--- src/rtl/lf_watchdog.sv ---
module lf_watchdog #(
  parameter int TICK_DIV = 16384,
  parameter int AW = 4
) (
  input  logic          clk,
  input  logic          por_n,
  input  logic          rst_n,
  input  logic          tick_en,
  input  logic          lp_mode,
  input  logic [AW-1:0] addr,
  input  logic          wr_en,
  input  logic [15:0]   wdata,
  output logic [15:0]   rdata,
  output logic          int_rst_req,
  output logic          ext_rst_n,
  output logic          irq
);
  localparam int PW = (TICK_DIV > 1) ? $clog2(TICK_DIV) : 1;
  localparam int CW = 9;
  localparam logic [PW-1:0] PRE_LAST = PW'(TICK_DIV - 1);
  localparam logic [AW-1:0] A_CTRL = AW'(0);
  localparam logic [AW-1:0] A_SVC  = AW'(2);
  localparam logic [AW-1:0] A_STAT = AW'(4);
  localparam logic [AW-1:0] A_ICR  = AW'(6);
  localparam logic [AW-1:0] A_MISC = AW'(8);
  localparam logic [15:0] KEY_A = 16'h5555;
  localparam logic [15:0] KEY_B = 16'hAAAA;

  logic [7:0]    wt, pre;
  logic          ext_n, sw_n, act, en, zst, zst_lock;
  logic          armed, tout_q, tout_cause, ie, wtis, pd;
  logic [CW-1:0] cnt;
  logic [PW-1:0] presc;

  wire sys_n   = por_n & rst_n;
  wire wr_ctrl = wr_en && addr == A_CTRL;
  wire wr_svc  = wr_en && addr == A_SVC;
  wire wr_icr  = wr_en && addr == A_ICR;
  wire wr_misc = wr_en && addr == A_MISC;

  wire [7:0]    wt_src    = wr_ctrl ? wdata[15:8] : wt;
  wire [CW-1:0] load      = CW'(wt_src) + CW'(1);
  wire          svc_ok    = wr_svc && armed && wdata == KEY_B;
  wire          start     = wr_ctrl && !en && wdata[2];
  wire          reload    = start || svc_ok;
  wire          run       = en && !(zst && lp_mode);
  wire          half_tick = run && tick_en && presc == PRE_LAST && !reload;
  wire          expire    = half_tick && cnt == CW'(1);
  wire          pre_hit   = half_tick && pre != 8'd0 && cnt == CW'(pre) + CW'(1);

  always_ff @(posedge clk or negedge sys_n) begin
    if (!sys_n) begin
      wt <= '0; ext_n <= 1'b1; sw_n <= 1'b1; act <= 1'b0;
      en <= 1'b0; zst <= 1'b0; zst_lock <= 1'b0;
    end else if (wr_ctrl) begin
      wt       <= wdata[15:8];
      ext_n    <= wdata[5];
      sw_n     <= wdata[4];
      act      <= wdata[3];
      en       <= en | wdata[2];
      zst_lock <= 1'b1;
      if (!zst_lock) zst <= wdata[0];
    end
  end

  always_ff @(posedge clk or negedge sys_n) begin
    if (!sys_n) begin
      cnt <= '0; presc <= '0; tout_q <= 1'b0; armed <= 1'b0;
    end else begin
      tout_q <= expire;
      if (wr_svc) armed <= (wdata == KEY_A);
      if (reload) begin
        cnt   <= load;
        presc <= '0;
      end else if (run && tick_en) begin
        presc <= (presc == PRE_LAST) ? '0 : presc + PW'(1);
        if (half_tick) cnt <= expire ? load : cnt - CW'(1);
      end
    end
  end

  always_ff @(posedge clk or negedge sys_n) begin
    if (!sys_n) begin
      ie <= 1'b0; wtis <= 1'b0; pre <= '0; pd <= 1'b1;
    end else begin
      if (wr_icr) begin
        ie  <= wdata[15];
        pre <= wdata[7:0];
      end
      wtis <= pre_hit || (wtis && !(wr_icr && wdata[14]));
      if (wr_misc && !wdata[0]) pd <= 1'b0;
    end
  end

  always_ff @(posedge clk or negedge por_n) begin
    if (!por_n)      tout_cause <= 1'b0;
    else if (!sw_n)  tout_cause <= 1'b0;
    else if (tout_q) tout_cause <= 1'b1;
  end

  assign int_rst_req = (tout_q && !act) || !sw_n;
  assign ext_rst_n   = !(tout_q && act) && ext_n;
  assign irq         = ie && wtis;

  always_comb begin
    case (addr)
      A_CTRL:  rdata = {wt, 2'b00, ext_n, sw_n, act, en, 1'b0, zst};
      A_STAT:  rdata = {14'd0, tout_cause, 1'b0};
      A_ICR:   rdata = {ie, wtis, 6'd0, pre};
      A_MISC:  rdata = {15'd0, pd};
      default: rdata = 16'd0;
    endcase
  end
endmodule


--- config.mk ---
export PLATFORM = sky130hd
export DESIGN_NAME = lf_watchdog
export DESIGN_NICKNAME = d
export VERILOG_FILES = /design/src/rtl/lf_watchdog.sv
export SDC_FILE = /design/constraint.sdc
export NUM_CORES = 1
export LEC_CHECK = 0
export CAP_MARGIN = 20
export CORE_MARGIN = 2
export CORE_UTILIZATION = 55
export CTS_CLUSTER_DIAMETER = 100
export CTS_CLUSTER_SIZE = 40
export DETAILED_ROUTE_END_ITERATION = 7
export PLACE_DENSITY = 0.77
export REMOVE_ABC_BUFFERS = 1
export SLEW_MARGIN = 30
export SYNTH_ARGS = -nofsm -noshare
export SYNTH_HDL_FRONTEND = slang
export SYNTH_SLANG_ARGS = --single-unit
--- constraint.sdc ---
create_clock -name clk -period 2.2 [get_ports clk]
set_input_delay 0.22 -clock clk [delete_from_list [all_inputs] [get_ports clk]]
set_output_delay 0.22 -clock clk [all_outputs]
set_load 0.05 [all_outputs]
Yosys cells after proc, flatten, opt, wreduce, memory -nomap -nowiden
Index checks and enable logic that the tools add are counted.
Operators by class
  muxes and demuxes: 11
  reductions and logical operators: 40
  equal/unequal tests: 10
  $add $sub $neg: 4
  bitwise operators: 3
Operator list (count)
  $pmux 16 s4: 1
  $mux 14: 3
  $mux 9: 4
  $logic_and 1x1->1: 23
  $add 8x1->9 const B: 2
  $eq 16x15->1 const B: 1
  $eq 16x16->1 const B: 1
  $add 14x1->14 const B: 1
  $eq 14x14->1 const B: 1
  $eq 9x1->1 const B: 1
  $eq 9x9->1: 1
  $sub 9x1->9 const B: 1
  $eq 4x3->1 const B: 2
  $logic_not 1->1: 8
  $mux 8: 1
  $reduce_bool 8->1: 1
  $eq 4x2->1 const B: 1
  $eq 4x4->1 const B: 1
  $logic_not 4->1: 1
  $reduce_and 2->1: 2
  $reduce_bool 2->1: 2
  $logic_or 1x1->1: 3
  $mux 1: 2
  $ne 2x1->1 const B: 1
  other kinds (3): 3
Word-level totals
  input port bits: 26
  register bits: 51
  logic and storage cells: 84

Depth between registers and ports, before layout
  word-level depth: 12
  mapped depth: 8

Least setup slack after synthesis
No wires, ideal clock.
  path kind: input-to-reg
  from: input addr[1]
  to: register cnt[6]
  buffers on the path: 1
  setup slack: 0.238 ns
  data required time: 2.073 ns
  arrival time: 1.835 ns
  setup time: 0.127 ns
  stages on the path: 8
  path through: nor4_1 -> nand2_1 -> clkbuf_1 -> mux2_2 -> ha_1 -> o21ai_0 -> xor2_1 -> a21oi_1
Between the ends
  elaborated cells on any way between the ends: 21
RTL lines
  start: declaration: line 10  | input logic [AW-1:0] addr,
  $logic_not 4->1 (*): line 36  | wire wr_ctrl = wr_en && addr == A_CTRL;
  $logic_and 1x1->1 (*): line 36
  $mux 8 (*)
  via wt_src[1]: line 41  | wire [7:0] wt_src = wr_ctrl ? wdata[15:8] : wt;
  $add 8x1->9 (*): line 42  | wire [CW-1:0] load = CW'(wt_src) + CW'(1);
  $mux 9 (2 in a row): line 77  | if (half_tick) cnt <= expire ? load : cnt - CW'(1);
  $mux 9: line 75  | end else if (run && tick_en) begin
  $mux 9 (*): line 72  | if (reload) begin
  end signal: assignment: line 73  | cnt <= load;
  end signal: assignment: line 77
  end: declaration: line 32  | logic [CW-1:0] cnt;
The timed path passes the listed nets; every way through them passes the cells marked *. The select of a mux whose other input is x is not followed.
A chain may end at the register's enable or synchronous reset.

Worst setup path after layout
  from: register presc[1]
  to: register cnt[4]
Between the ends
  longest elaborated chain between the ends: 8
  elaborated cells on any way between the ends: 10
Ends and longest elaborated chain
  start: declaration: line 33  | logic [PW-1:0] presc;
  start signal: assignment: line 76  | presc <= (presc == PRE_LAST) ? '0 : presc + PW'(1);
  $eq 14x14->1 (*): line 47  | wire half_tick = run && tick_en && presc == PRE_LAST && !reload;
  $logic_and 1x1->1 (*) (2 in a row): line 47
  $logic_and 1x1->1: line 48  | wire expire = half_tick && cnt == CW'(1);
  $mux 9 (2 in a row): line 77
  $mux 9: line 75
  $mux 9: line 72
Mark *: on every way between the ends. The rest lies on a longest branch, timed or not. The select of a mux whose other input is x is not followed.

==> results.yml <==
final_layout:
  final.fill_count: 393
  syn2layout_area_growth_pct: 35.53
  nets: 472
  n_antenna_cell: 0
  multi_input_area_um2: 1918
  seqCellArea_um2: 1280
  layout-drive-gt1-share: 0.2698
  post-route-util: 0.7620
die:
  start_util: 0.5622
  die_w_um: 81.34
  dieHeight_um: 81.34
  num_rows: 28
  coreArea_um2: 5851
  dieArea_um2: 6615
  io_pins: 45
critical_path:
  cp-start-kind: "register"
  worstPathRequired_ps: 2390
  path_buf_inv: 1
  critical_path.cell_chain: "ha_2, nand4_1, or4_4, buf_4, nor3_2, mux2i_1, o22ai_1"
  crit_fanout: 4
  crit_arrival_ps: 2300
  path_delay_family: "simple AND/OR/NAND/NOR gates"
  cp-end-kind: "register"
  slowest_stage: "or4_4"
  critPathMaxStageDelay_ps: 490
  crit_type: "reg -> reg"
drt:
  ant_nets: 0
  drc: 0
  viasPerCell: 6.045
  drt_iter0_markers: 307
  routed_wl_um: 9461
  vias: 3119
  routedWlPerCell_um: 18.34
  first_pass_iters: 5
sta:
  whs_ps: 51.89
  period_minus_slack_ps: 2108
  max_freq_mhz: 474.3
  worst_slew_pin_slew_ps: 519.4
  hold_viol: 0
  setup-violations-final: 0
  setup_slack_ps: 91.73
  clock_skew_ps: 17.43
  drv_slew: 0
  rsz0062_at_grt: "false"
  maxSlewHeadroom: 0.6514
  timing.final.crit_share: 0.9583
yosys:
  synth_top_area_frac: 0.3652
  synthArstFlopShare: 1.000
  ys_seq_elements: 51
  synth-edff-count: 0
  synthFlopType: "dfrtp_1"
  synth_top_area_cell: "dfrtp_1"
  ys_seq_area_frac: 0.3891
  yosysMostFrequentCell: "dfrtp_1"
  yosys_warnings: 0
  synth_area_leaders: "dfrtp_1, mux2_2, xnor2_1, nor2_1, nand2_1"
  synth_common_cells: "dfrtp_1, nor2_1, nand2_1, mux2_2, nor3_1"
  synth_cells: 353
  synth_area_um2: 3289
  synth_cell_types: 65
  syn_area_per_cell_um2: 9.318
clock_tree:
  ctsRootBufferMaster: "clkbuf_8"
  htreeDepth: 2
  cts_hold_buf: 0
  numClockSinks: 51
  clk_pin_slew_ps: 110
  cts_buffers: 5
  insertion_delay_ps: 310
  clock_path_buffers: 2
  cts_tree: "built"
placed_design:
  numPortBuffers: 44
  dp_hpwl_um: 7063
  place_ws_ps: -193.8
  globalplace.congestion: 0.8479
run:
  cap_violations: 0
power:
  total_power_w: 0.003052
  power_density_nw_per_um2: 684.6
  leakage_nw: 1.867
  ir_drop_mv: 0.4750
global_routing:
  track_usage: 0.3011
  antenna_found_initial: 0
  grt_max_degree: 51
  grt_pass1_vias: 3113
  grt_pass1_wl_um: 15170
  grt_overflow_total: 0
min_path:
  min_path_type: "in -> async"
status:
  status: "completed"
stage by stage:
step                      instances  cell area (um2)  setup TNS [ps]
after floorplan                 338             3221          -28370
after global placement          507             4323           -1675
after detailed placement        507             4323           -1273
after CTS                       515             4439               0
after global routing            516             4458               0
final                           516             4458               0
kinds of logic after synthesis:
group / share of synthesized area
flops: 0.3891
xor+xnor: 0.06657
buf+inv: 0.03461
fa+ha+maj: 0.02282
compound gates: 0.1324
simple gates: 0.2743
mux: 0.08026
final cells by class:
cell class,instances,share of cell area
multi-input combinational,275,0.4303
sequential,51,0.2871
timing repair buffer,95,0.2262
tap,75,0.02105
clock buffer,5,0.01544
inverter,12,0.01010
clock inverter,3,0.009823
sequential cells by signal, indices dropped and copies added, names as in the netlist:
register and flops:
act 1, armed 1, cnt 9, en 1, ext_n 1, ie 1, pd 1, pre 8
presc 14, sw_n 1, tout_cause 1, tout_q 1, wt 8, wtis 1, zst 1, zst_lock 1
per-layer routing:
| layer | track usage | vias to the layer above | routed length, um |
|---|---|---|---|
| li1 | - | 1460 | - |
| met1 | 0.4045 | 1520 | 4201 |
| met2 | 0.4975 | 125 | 4583 |
| met3 | 0.05333 | 14 | 549 |
| met4 | 0.08644 | 0 | 126 |
| met5 | 0 | - | 0 |
power by group:
group	leakage, nW	switching, W	internal (W)
combinational	1.15	0.000537	0.000507
sequential	0.657	0.000228	0.00111
clock	0.0581	0.000329	0.000339
what timing repair did:
item / 4_1_cts / 5_1_grt
resized for setup: 1 / 3
endpoints found under the setup margin: 4 / 7
setup buffers: 0 / 1
placed cells by master (no fill, tap or decap), drive strengths merged, types with 3 or more instances in the layout:
| cell type | n |
|---|---|
| nor3 | 19 |
| or4 | 3 |
| nor2 | 29 |
| dfstp | 3 |
| or2 | 3 |
| nand2 | 26 |
| xor2 | 10 |
| dfrtp | 48 |
| xnor2 | 15 |
| a22o | 6 |
| mux2i | 5 |
| nand2b | 6 |
| nand4 | 11 |
| nand3 | 16 |
| buf | 67 |
| clkdlybuf4s50 | 28 |
| clkbuf | 5 |
| a21oi | 13 |
| inv | 12 |
| o22ai | 3 |
| ha | 6 |
| mux2 | 19 |
| o21ai | 16 |
| nor4 | 14 |
| nor4bb | 3 |
| and2 | 11 |
| and3 | 4 |
path summary, 6_finish.rpt:
path	depth (start not counted)	slack (ps)	startpoint	end
min reg2reg	1	460	pd	pd
max in group asynchronous	3	1480	por_n	pd
max reg2reg	7	90	presc[1]	cnt[4]
min	1	50	por_n	tout_cause
max	7	90	presc[1]	cnt[4]
min in group clk	1	460	pd	pd
Note: power is estimated with default switching activity, not from simulation.
